<file path="config.mk">
export PLATFORM = sky130hd
export DESIGN_NAME = nbc_access_pipe
export DESIGN_NICKNAME = d
export VERILOG_FILES = /design/src/rtl/nbc_pkg.sv /design/src/rtl/nbc_tag_store.sv /design/src/rtl/nbc_miss_file.sv /design/src/rtl/nbc_access_pipe.sv
export SDC_FILE = /design/constraint.sdc
export NUM_CORES = 1
export LEC_CHECK = 0
export CAP_MARGIN = 20
export CORE_MARGIN = 2
export CORE_UTILIZATION = 45
export DETAILED_ROUTE_END_ITERATION = 12
export GPL_TIMING_DRIVEN = 0
export PLACE_DENSITY = 0.72
export SLEW_MARGIN = 10
export SYNTH_ARGS = -nofsm -noshare
export SYNTH_HDL_FRONTEND = slang
export SYNTH_SLANG_ARGS = --single-unit
export TNS_END_PERCENT = 5
</file>
<file path="constraint.sdc">
create_clock -name clk -period 4 [get_ports clk]
set_input_delay 1.2 -clock clk [delete_from_list [all_inputs] [get_ports clk]]
set_output_delay 1.2 -clock clk [all_outputs]
set_load 0.01 [all_outputs]
</file>
<file path="src/rtl/nbc_pkg.sv">
package nbc_pkg;

  // Outcome of the lookup stage for a demand request
  typedef enum logic [2:0] {
    LK_IDLE,
    LK_TAG_HIT,
    LK_NO_SLOT,
    LK_STORE_BUF,
    LK_LOAD_READY,
    LK_LOAD_WAIT
  } lk_dec_e;

  localparam int PLRU_MAX_LVL = 4;

  // Walk the tree from the root; bit 0 at a node means the victim lies left
  function automatic logic [3:0] plru_pick(input logic [14:0] bits, input int levels);
    int node;
    node = 1;
    for (int l = 0; l < PLRU_MAX_LVL; l++) begin
      if (l < levels) node = 2 * node + int'(bits[node-1]);
    end
    return 4'(node - (1 << levels));
  endfunction

  // Make every node on the path of 'way' point away from it
  function automatic logic [14:0] plru_mark(input logic [14:0] bits, input logic [3:0] way,
                                            input int levels);
    logic [14:0] b;
    int node;
    b = bits;
    node = 1;
    for (int l = 0; l < PLRU_MAX_LVL; l++) begin
      if (l < levels) begin
        logic d;
        d = way[levels-1-l];
        b[node-1] = ~d;
        node = 2 * node + int'(d);
      end
    end
    return b;
  endfunction

endpackage

</file>
<file path="src/rtl/nbc_tag_store.sv">
module nbc_tag_store #(
  parameter int SETS  = 4,
  parameter int WAYS  = 4,
  parameter int TAG_W = 10
) (
  input  logic                      clk,
  input  logic                      rst_n,
  input  logic [$clog2(SETS)-1:0]   look_set,
  input  logic [TAG_W-1:0]          look_tag,
  output logic                      look_hit,
  output logic [$clog2(WAYS)-1:0]   look_way,
  input  logic                      touch_en,
  input  logic [$clog2(SETS)-1:0]   touch_set,
  input  logic [$clog2(WAYS)-1:0]   touch_way,
  input  logic                      fill_en,
  input  logic [$clog2(SETS)-1:0]   fill_set,
  input  logic [TAG_W-1:0]          fill_tag
);
  import nbc_pkg::*;

  localparam int SET_W = $clog2(SETS);
  localparam int WAY_W = $clog2(WAYS);

  logic [TAG_W-1:0] tag_q  [SETS][WAYS];
  logic [WAYS-1:0]  vld_q  [SETS];
  logic [WAYS-2:0]  plru_q [SETS];
  logic [WAYS-2:0]  plru_d [SETS];

  logic [WAYS-1:0]  look_match;
  logic [WAYS-1:0]  fill_match;
  logic [WAY_W-1:0] fill_way;

  // Lookup compare
  always_comb begin
    look_way = '0;
    for (int w = 0; w < WAYS; w++)
      look_match[w] = vld_q[look_set][w] && (tag_q[look_set][w] == look_tag);
    for (int w = WAYS - 1; w >= 0; w--)
      if (look_match[w]) look_way = WAY_W'(w);
  end
  assign look_hit = |look_match;

  // Install way: existing tag, else lowest invalid, else tree victim
  always_comb begin
    logic [WAY_W-1:0] inv_way;
    logic             any_inv;
    logic [WAY_W-1:0] hit_way;
    inv_way = '0;
    hit_way = '0;
    any_inv = 1'b0;
    for (int w = WAYS - 1; w >= 0; w--) begin
      fill_match[w] = vld_q[fill_set][w] && (tag_q[fill_set][w] == fill_tag);
      if (!vld_q[fill_set][w]) begin
        inv_way = WAY_W'(w);
        any_inv = 1'b1;
      end
      if (fill_match[w]) hit_way = WAY_W'(w);
    end
    if (|fill_match)  fill_way = hit_way;
    else if (any_inv) fill_way = inv_way;
    else              fill_way = plru_pick(15'(plru_q[fill_set]), WAY_W)[WAY_W-1:0];
  end

  // Replacement-state update: hit touch, then install touch
  always_comb begin
    logic [14:0] b;
    for (int s = 0; s < SETS; s++) begin
      b = 15'(plru_q[s]);
      if (touch_en && touch_set == SET_W'(s)) b = plru_mark(b, 4'(touch_way), WAY_W);
      if (fill_en && fill_set == SET_W'(s))   b = plru_mark(b, 4'(fill_way), WAY_W);
      plru_d[s] = b[WAYS-2:0];
    end
  end

  always_ff @(posedge clk) begin
    if (!rst_n) begin
      for (int s = 0; s < SETS; s++) begin
        vld_q[s]  <= '0;
        plru_q[s] <= '0;
      end
    end else begin
      for (int s = 0; s < SETS; s++) plru_q[s] <= plru_d[s];
      if (fill_en) vld_q[fill_set][fill_way] <= 1'b1;
    end
  end

  always_ff @(posedge clk) begin
    if (fill_en) tag_q[fill_set][fill_way] <= fill_tag;
  end

  // A line never occupies two ways of one set
  assert_single_way_R8: assert property (@(posedge clk) disable iff (!rst_n)
    $countones(look_match) <= 1);

  // An install leaves the chosen way valid
  assert_install_valid_R8: assert property (@(posedge clk) disable iff (!rst_n)
    fill_en |=> vld_q[$past(fill_set)][$past(fill_way)]);

endmodule

</file>
<file path="src/rtl/nbc_miss_file.sv">
module nbc_miss_file #(
  parameter int ENTRIES = 4,
  parameter int LINE_W  = 12,
  parameter int ID_W    = 4
) (
  input  logic                         clk,
  input  logic                         rst_n,
  input  logic [LINE_W-1:0]            probe_line,
  output logic                         probe_hit,
  output logic [$clog2(ENTRIES)-1:0]   probe_idx,
  output logic                         probe_ready,
  output logic                         spare_any,
  output logic [$clog2(ENTRIES)-1:0]   spare_idx,
  input  logic                         alloc_en,
  input  logic [$clog2(ENTRIES)-1:0]   alloc_idx,
  input  logic [LINE_W-1:0]            alloc_line,
  input  logic                         dirty_en,
  input  logic [$clog2(ENTRIES)-1:0]   dirty_idx,
  input  logic                         park_en,
  input  logic [$clog2(ENTRIES)-1:0]   park_idx,
  input  logic [ID_W-1:0]              park_id,
  input  logic                         arrive_en,
  input  logic [$clog2(ENTRIES)-1:0]   arrive_idx,
  input  logic [$clog2(ENTRIES)-1:0]   rd_idx,
  output logic                         rd_live,
  output logic                         rd_parked,
  output logic [ID_W-1:0]              rd_park_id,
  input  logic                         retire_en,
  input  logic [$clog2(ENTRIES)-1:0]   retire_idx
);
  localparam int ENT_W = $clog2(ENTRIES);

  logic [ENTRIES-1:0] ent_v, ent_arr, ent_mod, ent_park;
  logic [LINE_W-1:0]  ent_line [ENTRIES];
  logic [ID_W-1:0]    ent_pid  [ENTRIES];

  always_comb begin
    probe_hit = 1'b0;
    probe_idx = '0;
    spare_any = 1'b0;
    spare_idx = '0;
    for (int e = ENTRIES - 1; e >= 0; e--) begin
      if (ent_v[e] && ent_line[e] == probe_line) begin
        probe_hit = 1'b1;
        probe_idx = ENT_W'(e);
      end
      if (!ent_v[e]) begin
        spare_any = 1'b1;
        spare_idx = ENT_W'(e);
      end
    end
  end
  assign probe_ready = ent_arr[probe_idx];

  assign rd_live    = ent_v[rd_idx];
  assign rd_parked  = ent_park[rd_idx];
  assign rd_park_id = ent_pid[rd_idx];

  always_ff @(posedge clk) begin
    if (!rst_n) begin
      ent_v    <= '0;
      ent_arr  <= '0;
      ent_mod  <= '0;
      ent_park <= '0;
    end else begin
      if (alloc_en) begin
        ent_v[alloc_idx]    <= 1'b1;
        ent_arr[alloc_idx]  <= 1'b0;
        ent_mod[alloc_idx]  <= 1'b0;
        ent_park[alloc_idx] <= 1'b0;
      end
      if (dirty_en) ent_mod[dirty_idx] <= 1'b1;
      if (park_en)  ent_park[park_idx] <= 1'b1;
      if (arrive_en && ent_v[arrive_idx]) ent_arr[arrive_idx] <= 1'b1;
      if (retire_en) ent_v[retire_idx] <= 1'b0;
    end
  end

  always_ff @(posedge clk) begin
    if (alloc_en) ent_line[alloc_idx] <= alloc_line;
    if (park_en)  ent_pid[park_idx]   <= park_id;
  end

  // Allocation only takes an empty slot
  assert_alloc_empty_R6: assert property (@(posedge clk) disable iff (!rst_n)
    alloc_en |-> !ent_v[alloc_idx]);

  // A store miss leaves its entry modified
  assert_store_dirty_R5: assert property (@(posedge clk) disable iff (!rst_n)
    dirty_en |=> ent_mod[$past(dirty_idx)]);

  // A retired entry is free on the next cycle
  assert_retire_free_R9: assert property (@(posedge clk) disable iff (!rst_n)
    retire_en |=> !ent_v[$past(retire_idx)]);

endmodule

</file>
<file path="src/rtl/nbc_access_pipe.sv">
module nbc_access_pipe #(
  parameter int LINE_W  = 12,
  parameter int SETS    = 4,
  parameter int WAYS    = 4,
  parameter int ENTRIES = 4,
  parameter int ID_W    = 4,
  parameter int CNT_W   = 16
) (
  input  logic                         clk,
  input  logic                         rst_n,
  input  logic                         force_hit,
  input  logic                         req_valid,
  input  logic                         req_refill,
  input  logic                         req_store,
  input  logic [LINE_W-1:0]            req_line,
  input  logic [ID_W-1:0]              req_id,
  input  logic [$clog2(ENTRIES)-1:0]   req_entry,
  output logic                         lk_ack_valid,
  output logic                         lk_ack_hit,
  output logic [ID_W-1:0]              lk_ack_id,
  output logic                         rd_ready_valid,
  output logic [ID_W-1:0]              rd_ready_id,
  output logic                         fill_req_valid,
  output logic [$clog2(ENTRIES)-1:0]   fill_req_entry,
  output logic [LINE_W-1:0]            fill_req_line,
  output logic                         rel_valid,
  output logic [ID_W-1:0]              rel_id,
  output logic [CNT_W-1:0]             hit_count,
  output logic [CNT_W-1:0]             miss_count
);
  import nbc_pkg::*;

  localparam int SET_W = $clog2(SETS);
  localparam int WAY_W = $clog2(WAYS);
  localparam int ENT_W = $clog2(ENTRIES);
  localparam int TAG_W = LINE_W - SET_W;

  function automatic logic [SET_W-1:0] set_of(input logic [LINE_W-1:0] line);
    return line[SET_W-1:0];
  endfunction

  function automatic logic [TAG_W-1:0] tag_of(input logic [LINE_W-1:0] line);
    return line[LINE_W-1:SET_W];
  endfunction

  // ---------------- stage registers ----------------
  logic              s1_v, s1_refill, s1_store;
  logic [LINE_W-1:0] s1_line;
  logic [ID_W-1:0]   s1_id;
  logic [ENT_W-1:0]  s1_ent;

  logic              s2_v, s2_refill, s2_hit, s2_alloc;
  logic [LINE_W-1:0] s2_line;
  logic [ID_W-1:0]   s2_id;
  logic [ENT_W-1:0]  s2_ent;

  logic              s3_v, s3_refill;
  logic [ENT_W-1:0]  s3_ent;

  // ---------------- named internal events ----------------
  logic              lk_active;
  logic              ts_hit;
  logic [WAY_W-1:0]  ts_way;
  logic              tag_hit;
  logic              mf_probe_hit, mf_probe_ready, mf_spare_any;
  logic [ENT_W-1:0]  mf_probe_idx, mf_spare_idx;
  logic              mf_rd_live, mf_rd_parked;
  logic [ID_W-1:0]   mf_rd_park_id;
  lk_dec_e           lk_dec;
  logic              lk_hit_rep, lk_alloc;
  logic [ENT_W-1:0]  lk_ent;
  logic              touch_en, install_en, retire_en;
  logic [CNT_W-1:0]  cnt_sum;

  assign lk_active = s1_v && !s1_refill;
  assign tag_hit   = force_hit || ts_hit;
  assign touch_en  = lk_active && !force_hit && ts_hit;

  nbc_tag_store #(.SETS(SETS), .WAYS(WAYS), .TAG_W(TAG_W)) u_tags (
    .clk       (clk),
    .rst_n     (rst_n),
    .look_set  (set_of(s1_line)),
    .look_tag  (tag_of(s1_line)),
    .look_hit  (ts_hit),
    .look_way  (ts_way),
    .touch_en  (touch_en),
    .touch_set (set_of(s1_line)),
    .touch_way (ts_way),
    .fill_en   (install_en),
    .fill_set  (set_of(s2_line)),
    .fill_tag  (tag_of(s2_line))
  );

  // ---------------- lookup decision ----------------
  always_comb begin
    lk_dec   = LK_IDLE;
    lk_alloc = 1'b0;
    lk_ent   = mf_probe_idx;
    if (lk_active) begin
      if (tag_hit) begin
        lk_dec = LK_TAG_HIT;
      end else if (!mf_probe_hit && !mf_spare_any) begin
        lk_dec = LK_NO_SLOT;
      end else begin
        if (!mf_probe_hit) begin
          lk_alloc = 1'b1;
          lk_ent   = mf_spare_idx;
        end
        if (s1_store)                           lk_dec = LK_STORE_BUF;
        else if (mf_probe_hit && mf_probe_ready) lk_dec = LK_LOAD_READY;
        else                                     lk_dec = LK_LOAD_WAIT;
      end
    end
  end

  assign lk_hit_rep = (lk_dec == LK_TAG_HIT) || (lk_dec == LK_STORE_BUF) ||
                      (lk_dec == LK_LOAD_READY);

  assign lk_ack_valid = lk_active;
  assign lk_ack_hit   = lk_hit_rep;
  assign lk_ack_id    = s1_id;

  // ---------------- data-read stage ----------------
  assign rd_ready_valid = s2_v && !s2_refill && s2_hit;
  assign rd_ready_id    = s2_id;
  assign fill_req_valid = s2_v && !s2_refill && s2_alloc;
  assign fill_req_entry = s2_ent;
  assign fill_req_line  = s2_line;
  assign install_en     = s2_v && s2_refill;

  // ---------------- deallocate stage ----------------
  assign retire_en = s3_v && s3_refill && mf_rd_live;
  assign rel_valid = retire_en && mf_rd_parked;
  assign rel_id    = mf_rd_park_id;

  nbc_miss_file #(.ENTRIES(ENTRIES), .LINE_W(LINE_W), .ID_W(ID_W)) u_mshr (
    .clk         (clk),
    .rst_n       (rst_n),
    .probe_line  (s1_line),
    .probe_hit   (mf_probe_hit),
    .probe_idx   (mf_probe_idx),
    .probe_ready (mf_probe_ready),
    .spare_any   (mf_spare_any),
    .spare_idx   (mf_spare_idx),
    .alloc_en    (lk_alloc),
    .alloc_idx   (lk_ent),
    .alloc_line  (s1_line),
    .dirty_en    (lk_dec == LK_STORE_BUF),
    .dirty_idx   (lk_ent),
    .park_en     (lk_dec == LK_LOAD_WAIT),
    .park_idx    (lk_ent),
    .park_id     (s1_id),
    .arrive_en   (install_en),
    .arrive_idx  (s2_ent),
    .rd_idx      (s3_ent),
    .rd_live     (mf_rd_live),
    .rd_parked   (mf_rd_parked),
    .rd_park_id  (mf_rd_park_id),
    .retire_en   (retire_en),
    .retire_idx  (s3_ent)
  );

  // ---------------- pipeline advance ----------------
  always_ff @(posedge clk) begin
    if (!rst_n) begin
      s1_v <= 1'b0; s1_refill <= 1'b0; s1_store <= 1'b0;
      s1_line <= '0; s1_id <= '0; s1_ent <= '0;
      s2_v <= 1'b0; s2_refill <= 1'b0; s2_hit <= 1'b0; s2_alloc <= 1'b0;
      s2_line <= '0; s2_id <= '0; s2_ent <= '0;
      s3_v <= 1'b0; s3_refill <= 1'b0; s3_ent <= '0;
    end else begin
      s1_v      <= req_valid;
      s1_refill <= req_refill;
      s1_store  <= req_store;
      s1_line   <= req_line;
      s1_id     <= req_id;
      s1_ent    <= req_entry;
      s2_v      <= s1_v;
      s2_refill <= s1_refill;
      s2_hit    <= lk_hit_rep;
      s2_alloc  <= lk_alloc;
      s2_line   <= s1_line;
      s2_id     <= s1_id;
      s2_ent    <= s1_refill ? s1_ent : lk_ent;
      s3_v      <= s2_v;
      s3_refill <= s2_refill;
      s3_ent    <= s2_ent;
    end
  end

  // ---------------- event counters ----------------
  always_ff @(posedge clk) begin
    if (!rst_n) begin
      hit_count  <= '0;
      miss_count <= '0;
    end else if (lk_active) begin
      if (tag_hit) hit_count  <= hit_count + 1'b1;
      else         miss_count <= miss_count + 1'b1;
    end
  end

  assign cnt_sum = hit_count + miss_count;

  // ---------------- assertions ----------------
  assert_refill_quiet_R2: assert property (@(posedge clk) disable iff (!rst_n)
    (s1_v && s1_refill) |=> $stable(cnt_sum));

  assert_count_step_R12: assert property (@(posedge clk) disable iff (!rst_n)
    lk_active |=> cnt_sum == CNT_W'($past(cnt_sum) + 1'b1));

  assert_no_slot_R4: assert property (@(posedge clk) disable iff (!rst_n)
    (lk_ack_valid && !lk_ack_hit && !mf_probe_hit && !mf_spare_any) |=> !fill_req_valid);

  assert_ready_after_hit_R7: assert property (@(posedge clk) disable iff (!rst_n)
    rd_ready_valid |-> $past(lk_ack_valid && lk_ack_hit));

  assert_forced_ready_R11: assert property (@(posedge clk) disable iff (!rst_n)
    (lk_active && force_hit) |=> (rd_ready_valid && !fill_req_valid));

  assert_release_after_refill_R9: assert property (@(posedge clk) disable iff (!rst_n)
    rel_valid |-> $past(install_en));

endmodule

</file>
Word-level counts from Yosys, hierarchy flattened
Memories as Yosys holds them, arrays and structs flattened. A register that Yosys moved wholly into a read port is not among the register bits.
Cells that the tools add are included.
{"block": "op_classes", "n_addsub": 16, "n_lt_le_gt_ge": 28, "n_eq_ne": 22, "n_mux": 153, "bitwise": 18, "reduce_logical": 61}
{"operator": "$mux 32", "n": 10}
{"operator": "$lt 32x6->1 const B", "n": 9}
{"operator": "$sub 32x2->32 const B", "n": 9}
{"operator": "$ge 32x1->1 const B", "n": 8}
{"operator": "$bwmux 15", "n": 8}
{"operator": "$eq 10x10->1", "n": 8}
{"operator": "$mux 2", "n": 36}
{"operator": "$mux 15", "n": 4}
{"operator": "$mux 1", "n": 51}
{"operator": "$eq 12x12->1", "n": 4}
{"operator": "$mux 4", "n": 12}
{"operator": "$logic_and 1x1->1", "n": 46}
{"operator": "$mux 40", "n": 1}
{"operator": "$mux 3", "n": 12}
{"operator": "$add 16x1->16 const B", "n": 2}
{"operator": "$demux 1 s4", "n": 8}
{"operator": "$demux 10 s2", "n": 1}
{"operator": "$lt 2x3->1 const B", "n": 5}
{"operator": "$and 4x4->4", "n": 3}
{"operator": "$or 4x4->4", "n": 3}
{"operator": "$reduce_or 4->1", "n": 3}
{"operator": "$mux 10", "n": 1}
{"operator": "$add 2x1->3 const A", "n": 3}
{"operator": "$bmux 1 s2", "n": 4}
{"operator": "other kinds (20)", "n": 47}
{"block": "totals", "regBits": 91, "ram_bits": 252, "in_bits": 24, "output_inout_bits": 63, "wordCells": 324, "n_memories": 5}
{"name": "u_tags.tag_q", "words": 4, "width": 40, "rd": 2, "rd_clocked_by_memory_dff": 2, "write_ports": 1, "line": "nbc_tag_store.sv:24", "rtl": "logic [TAG_W-1:0] tag_q [SETS][WAYS];"}
{"name": "u_mshr.ent_line", "words": 4, "width": 12, "rd": 4, "rd_clocked_by_memory_dff": 0, "write_ports": 1, "line": "nbc_miss_file.sv:34", "rtl": "logic [LINE_W-1:0] ent_line [ENTRIES];"}
{"name": "u_mshr.ent_pid", "words": 4, "width": 4, "rd": 1, "rd_clocked_by_memory_dff": 1, "write_ports": 1, "line": "nbc_miss_file.sv:35", "rtl": "logic [ID_W-1:0] ent_pid [ENTRIES];"}
{"name": "u_tags.vld_q", "words": 4, "width": 4, "rd": 2, "rd_clocked_by_memory_dff": 2, "write_ports": 4, "line": "nbc_tag_store.sv:25", "rtl": "logic [WAYS-1:0] vld_q [SETS];"}
{"name": "u_tags.plru_q", "words": 4, "width": 3, "rd": 5, "rd_clocked_by_memory_dff": 1, "write_ports": 4, "line": "nbc_tag_store.sv:26", "rtl": "logic [WAYS-2:0] plru_q [SETS];"}

Logic depth before layout (Yosys ltp)
{"block": "logic_depth", "word_depth": 26, "mapped_depth": 13, "ltp_nobuf": 8}

Hierarchy
From an unflattened synthesis, not the netlist that was laid out.
{"block": "unflattened", "cells_unflattened": 1149, "hier_area_um2": 16110.5}
{"mod": "nbc_tag_store", "n_inst": 1, "cells_each": 636, "area_each_um2": 9874.5, "seq_area_each_um2": 5525.3}
{"mod": "nbc_miss_file", "n_inst": 1, "cells_each": 219, "area_each_um2": 3329.4, "seq_area_each_um2": 2162.1}
{"mod": "nbc_access_pipe", "n_inst": 1, "cells_each": 294, "area_each_um2": 2906.5, "seq_area_each_um2": 1581.5}

Least setup slack after synthesis
Ideal clock, no wire load.
{"block": "synth_timing", "path_type": "register to register", "from": "register s1_line[0]", "to": "register u_mshr.ent_park[3]", "setup_ns": 0.209, "arrival_time_ns": 3.815, "required_time_ns": 3.791, "setup_slack_ns": -0.024, "path_stages_with_launch": 11, "path_buffers": 2, "synth_period_minus_slack_ns": 4.024, "cell_sequence": "dfxtp_1 buf_6 buf_12 mux4_2 xnor2_1 nand4_1 nor4_4 a31oi_1 nand4_1 nor4_1 o32ai_1"}
{"block": "synth_between", "elab_chain_len": 21, "elab_cells_between_ends": 46, "cone_classes": "2 x order compare; 5 x eq/ne; 28 x mux; 3 x bitwise; 8 x reduce/logical"}
{"item": "start, declared", "line": "nbc_access_pipe.sv:48", "rtl": "logic [LINE_W-1:0] s1_line;"}
{"item": "start signal, assigned", "line": "nbc_access_pipe.sv:175", "rtl": "s1_line <= req_line;"}
{"item": "$eq 12x12->1", "line": "nbc_miss_file.sv:43", "rtl": "if (ent_v[e] && ent_line[e] == probe_line) begin"}
{"item": "$logic_and 1x1->1", "line": "nbc_miss_file.sv:43"}
{"item": "$mux 1 (4 in series)", "line": "nbc_miss_file.sv:43"}
{"item": "$logic_not 1->1"}
{"item": "$logic_and 1x1->1", "line": "nbc_access_pipe.sv:102", "rtl": "end else if (!mf_probe_hit && !mf_spare_any) begin"}
{"item": "$mux 2", "line": "nbc_access_pipe.sv:102"}
{"item": "$mux 2", "line": "nbc_access_pipe.sv:100", "rtl": "if (tag_hit) begin"}
{"item": "$mux 2", "line": "nbc_access_pipe.sv:99", "rtl": "if (lk_active) begin"}
{"item": "[... 2 more ...]"}
{"item": "$mux 1 (implied by the code)", "line": "nbc_miss_file.sv:70, nbc_miss_file.sv:73"}
{"item": "$demux 1 s2"}
{"item": "$not 4->4 (no source line)"}
{"item": "$and 4x4->4 (no source line)"}
{"item": "$mux 4", "line": "nbc_miss_file.sv:66", "rtl": "if (alloc_en) begin"}
{"item": "$mux 4", "line": "nbc_miss_file.sv:60", "rtl": "if (!rst_n) begin"}
{"item": "$or 4x4->4 (no source line)"}
{"item": "$mux 4 (*)", "line": "nbc_miss_file.sv:73", "rtl": "if (park_en) ent_park[park_idx] <= 1'b1;"}
{"item": "end signal, assigned", "line": "nbc_miss_file.sv:64", "rtl": "ent_park <= '0;"}
{"item": "end signal, assigned by index", "line": "nbc_miss_file.sv:70", "rtl": "ent_park[alloc_idx] <= 1'b0;"}
{"item": "end signal, assigned by index", "line": "nbc_miss_file.sv:73"}
{"item": "end, declared", "line": "nbc_miss_file.sv:33", "rtl": "logic [ENTRIES-1:0] ent_v, ent_arr, ent_mod, ent_park;"}
Mark *: on every way between the ends. The rest lies on a longest branch, timed or not. The select of a mux whose other input is x is not followed.
A chain may end at the register's enable or synchronous reset.

Worst setup path after layout
{"block": "layout_timing", "from": "register s1_line[0]", "to": "output lk_ack_hit"}
{"block": "layout_between", "elab_chain_len": 17, "elab_cells_between_ends": 31, "cone_classes": "7 x eq/ne; 15 x mux; 9 x reduce/logical"}
{"item": "$eq 12x12->1", "line": "nbc_miss_file.sv:43"}
{"item": "$logic_and 1x1->1", "line": "nbc_miss_file.sv:43"}
{"item": "$mux 2 (4 in series)", "line": "nbc_miss_file.sv:43"}
{"item": "$bmux 1 s2", "line": "nbc_miss_file.sv:53", "rtl": "assign probe_ready = ent_arr[probe_idx];"}
{"item": "$mux 1 (implied by the code)", "line": "nbc_miss_file.sv:53"}
{"item": "$logic_and 1x1->1", "line": "nbc_access_pipe.sv:110", "rtl": "else if (mf_probe_hit && mf_probe_ready) lk_dec = LK_LOAD_READY;"}
{"item": "$mux 1", "line": "nbc_access_pipe.sv:110"}
{"item": "$mux 3", "line": "nbc_access_pipe.sv:109", "rtl": "if (s1_store) lk_dec = LK_STORE_BUF;"}
{"item": "$mux 3 (*)", "line": "nbc_access_pipe.sv:102"}
{"item": "$mux 3 (*)", "line": "nbc_access_pipe.sv:100"}
{"item": "$mux 3 (*)", "line": "nbc_access_pipe.sv:99"}
{"item": "$eq 3x1->1 or $eq 3x2->1 (tied branches)"}
{"item": "$logic_or 1x1->1", "line": "nbc_access_pipe.sv:116", "rtl": "assign lk_hit_rep = (lk_dec == LK_TAG_HIT) || (lk_dec == LK_STORE_BUF) ||"}
{"item": "$logic_or 1x1->1 (*)", "line": "nbc_access_pipe.sv:116"}
{"item": "end, declared", "line": "nbc_access_pipe.sv:19", "rtl": "output logic lk_ack_hit,"}
Marks and branches as above.

==> out/metrics.yaml <==
global_routing:
  grt_max_degree: 22
  gr-total-overflow: 0
  grt_pass1_vias: 10600
  grtUsageTotal_pct: 22.9
  antenna_found_initial: 0
  grt_pass1_wl_mm: 63.6
logic_synthesis:
  yosys.cell_count.top_type: "edfxtp_1"
  synth_common_cells: "edfxtp_1, xnor2_1, dfxtp_1, mux4_2, nand2_1"
  yosysTopAreaCell: "edfxtp_1"
  syn_avg_cell_area_um2: 13.8
  synth-edff-count: 240
  synth_top_area_share_pct: 44.8
  synthesis.nets: 1192
  ys_ff_latch: 343
  yosysSeqAreaShare_pct: 57.7
  synthTopCellsByArea: "edfxtp_1, dfxtp_1, mux4_2"
  synth.distinct_cells: 78
  synth_warnings: 0
  synth_ff_type: "edfxtp_1"
  ys_async_sr_fraction_pct: 0
  synth_cells: 1166
  mappedNetlistArea_mm2: 0.0161
finish:
  fillers: 2836
  layout-drive-gt1-share_pct: 21.2
  nets: 1361
  fin_cells: 1823
  area.growth.synth_to_final_pct: 21.5
  fin_util_pct: 55.2
timing:
  max_freq_mhz: 221
  setup-tns-final_ns: -6.60
  setup_slack_ns: -0.523
  hold_violations: 0
  rsz0062_at_grt: "true"
  finalCritPeriodShare_pct: 113
  hold_ws_ns: 0.474
  clock_skew_ns: 0.0183
  min_period_ns: 4.52
  setup_viol_count_final: 84
  worst_slew_pin_slew_ns: 1.12
  relSlewSlack_pct: 25.1
  slew_viol_final: 0
setup_path:
  crit_slowest_cell: "mux4_2"
  worstSetupEndpointType: "primary output"
  reg2reg_depth: 11
  critPathMaxFanout: 7
  crit_type: "reg2out"
  cp.arrival_ns: 3.32
  cp.required_ns: 2.80
  critPathMaxStageDelay_ns: 0.52
  crit_chain: "buf_12 -> buf_12 -> mux4_2 -> xnor2_2 -> nand4_1 -> nor4_4 -> a31o_4 -> nor4b_2 -> a211oi_2 -> buf_2"
  rrSetupSlack_ns: -0.24
  cpMostUsedCell: "buf_12"
  critPathLaunchType: "flop"
  r2r-start: "s1_line[0]$_SDFF_PN0_"
  worst_r2r_endpoint: "u_mshr.ent_line[2][4]$_DFFE_PP_"
placement:
  place.gp.congestion: 0.920
  port_buffers: 86
  hpwlAfterDp_mm: 28.4
  place_ws_ns: -1.35
  place_inst: 1717
die:
  die_x_um: 193
  die_h_um: 193
  io-pin-count: 87
  core_area_mm2: 0.0354
  fp-row-count: 69
  start_util_pct: 45.4
  die-area_mm2: 0.0372
routing:
  routed_via_density: 5.94
  drtAntennaViolNets: 0
  num_vias: 10800
  drt_iter0_drc: 1143
  routed_wl_mm: 42.5
  dr.pass1.iters: 5
  post_drt_wl_per_cell_um: 23.3
  drc_errors: 0
clock_tree:
  numCtsBuffers: 36
  cts_hold_buf: 0
  clk_latency_ns: 0.52
  root_buffer: "clkbuf_16"
  clockBufferDepth: 3
  cts_sinks: 343
  cts.clk_slew.worst_paths_ns: 0.06
  cts_tree: "yes"
  htree_levels: 2
pwr:
  ir_drop_mv: 0.344
  power.density_mw_per_mm2: 396
  p_leak_nw: 6.31
run_status:
  violations: "negative setup slack"
  outcome: "complete, but fails checks"
hold_path:
  hold_end: "fill_req_entry[1]$_SDFF_PN0_"
  hold_class: "reg2reg"
  hp-start: "s1_ent[1]$_SDFF_PN0_"
  holdPathStages: 2
flow_run:
  drv_cap: 0
-- cells in the final DEF (no fill, tap or decap), types with 35 or more instances in the layout --
master	synthesis	routed
xnor2_1	125	120
and2_1	45	45
dfxtp_1	103	101
nor2_1	54	38
clkdlybuf4s50_1	0	85
mux4_2	77	77
o21ai_0	36	35
edfxtp_1	240	240
buf_4	3	45
nand2_1	57	56
mux2i_1	36	36
clkbuf_1	35	38
clkbuf_16	0	39
-- where the power goes --
part | switching, W | leakage (nW) | total, W | internal (W)
Clock | 0.00136 | 0.552 | 0.00328 | 0.00192
Combinational | 0.000308 | 2.70 | 0.000578 | 0.000270
Sequential | 0.0000613 | 3.06 | 0.00388 | 0.00382
-- kinds of logic (layout without fill, tap and decap cells) --
kind of cell | after synthesis | in the layout | share of synthesized area (%)
flops | 343 | 343 | 57.7
simple gates | 327 | 327 | 11.3
compound gates | 147 | 147 | 6.60
xor+xnor | 139 | 139 | 7.57
mux | 119 | 119 | 13.7
buf+inv | 89 | 284 | 3.00
fa+ha+maj | 2 | 2 | 0.156
other cells | 0 | 1 | 0
-- worst max path at each step --
stage            endpoint                   from  slack [ns]
2_1_floorplan  lk_ack_hit  s1_line[0]$_SDFF_PN0_        0.08
3_3_place_gp   lk_ack_hit  s1_line[1]$_SDFF_PN0_       -1.36
3_5_place_dp   lk_ack_hit  s1_line[1]$_SDFF_PN0_       -1.35
4_1_cts        lk_ack_hit  s1_line[0]$_SDFF_PN0_       -0.45
5_1_grt        lk_ack_hit  s1_line[0]$_SDFF_PN0_       -0.64
6_report       lk_ack_hit  s1_line[0]$_SDFF_PN0_       -0.52
-- what timing repair did --
item,4_1_cts,5_1_grt
buffers inserted,32,14
hold endpoints to repair,0,0
pin swaps,14,11
gates resized for setup,110,15
cloned,0,1
setup endpoints to repair,271,229
-- routing by layer --
metal  routed length [um]  GRT usage [%]  vias to the layer above
met1                17000           30.8                     5392
li1                     -              -                     4791
met2                20000           37.9                      528
met3                 3680           3.55                      109
met5                    0              0                        -
met4                 1720           8.51                        0
-- sequential cells by signal, indices dropped and copies added (netlist names), 2 cells and up, named ones only --
| register | count |
|---|---|
| s1_line | 12 |
| u_mshr.ent_park | 3 |
| u_mshr.ent_line | 48 |
| miss_count | 16 |
| lk_ack_id | 4 |
| fill_req_entry | 2 |
| hit_count | 16 |
| u_mshr.ent_arr | 4 |
| s3_ent | 2 |
| u_tags.vld_q | 16 |
| u_tags.plru_q | 12 |
| s1_ent | 2 |
| u_mshr.ent_v | 4 |
| fill_req_line | 12 |
| u_mshr.ent_pid | 16 |
| rd_ready_id | 4 |
| u_tags.tag_q | 160 |
-- cell type report --
class,count,area (um^2),area share (%)
Antenna cell,1,2.50,0.0128
Clock inverter,13,129,0.660
Clock buffer,51,1020,5.22
Timing Repair Buffer,132,1280,6.57
Inverter,20,75.1,0.384
Buffer,68,510,2.61
Multi-Input combinational cell,734,6660,34.1
Tap cell,461,577,2.95
Sequential cell,343,9270,47.5
-- worst max-delay path, delay by kind of cell, from the launching register on --
family | cells | cell delay, ns
mux | 1 | 0.52
buf+inv | 3 | 0.47
compound gates | 2 | 0.46
xor+xnor | 1 | 0.17
simple gates | 3 | 0.79
flops | 1 | 0.39
-- per-stage QoR --
step	power [W]	cell area [um^2]
6_report	0.00774	19500
5_1_grt	0.00795	19500
4_1_cts	0.00776	19300
3_5_place_dp	0.00447	17600
3_3_place_gp	0.00446	17500
2_1_floorplan	0.00427	16100
Power figures use the tool's default switching activity.
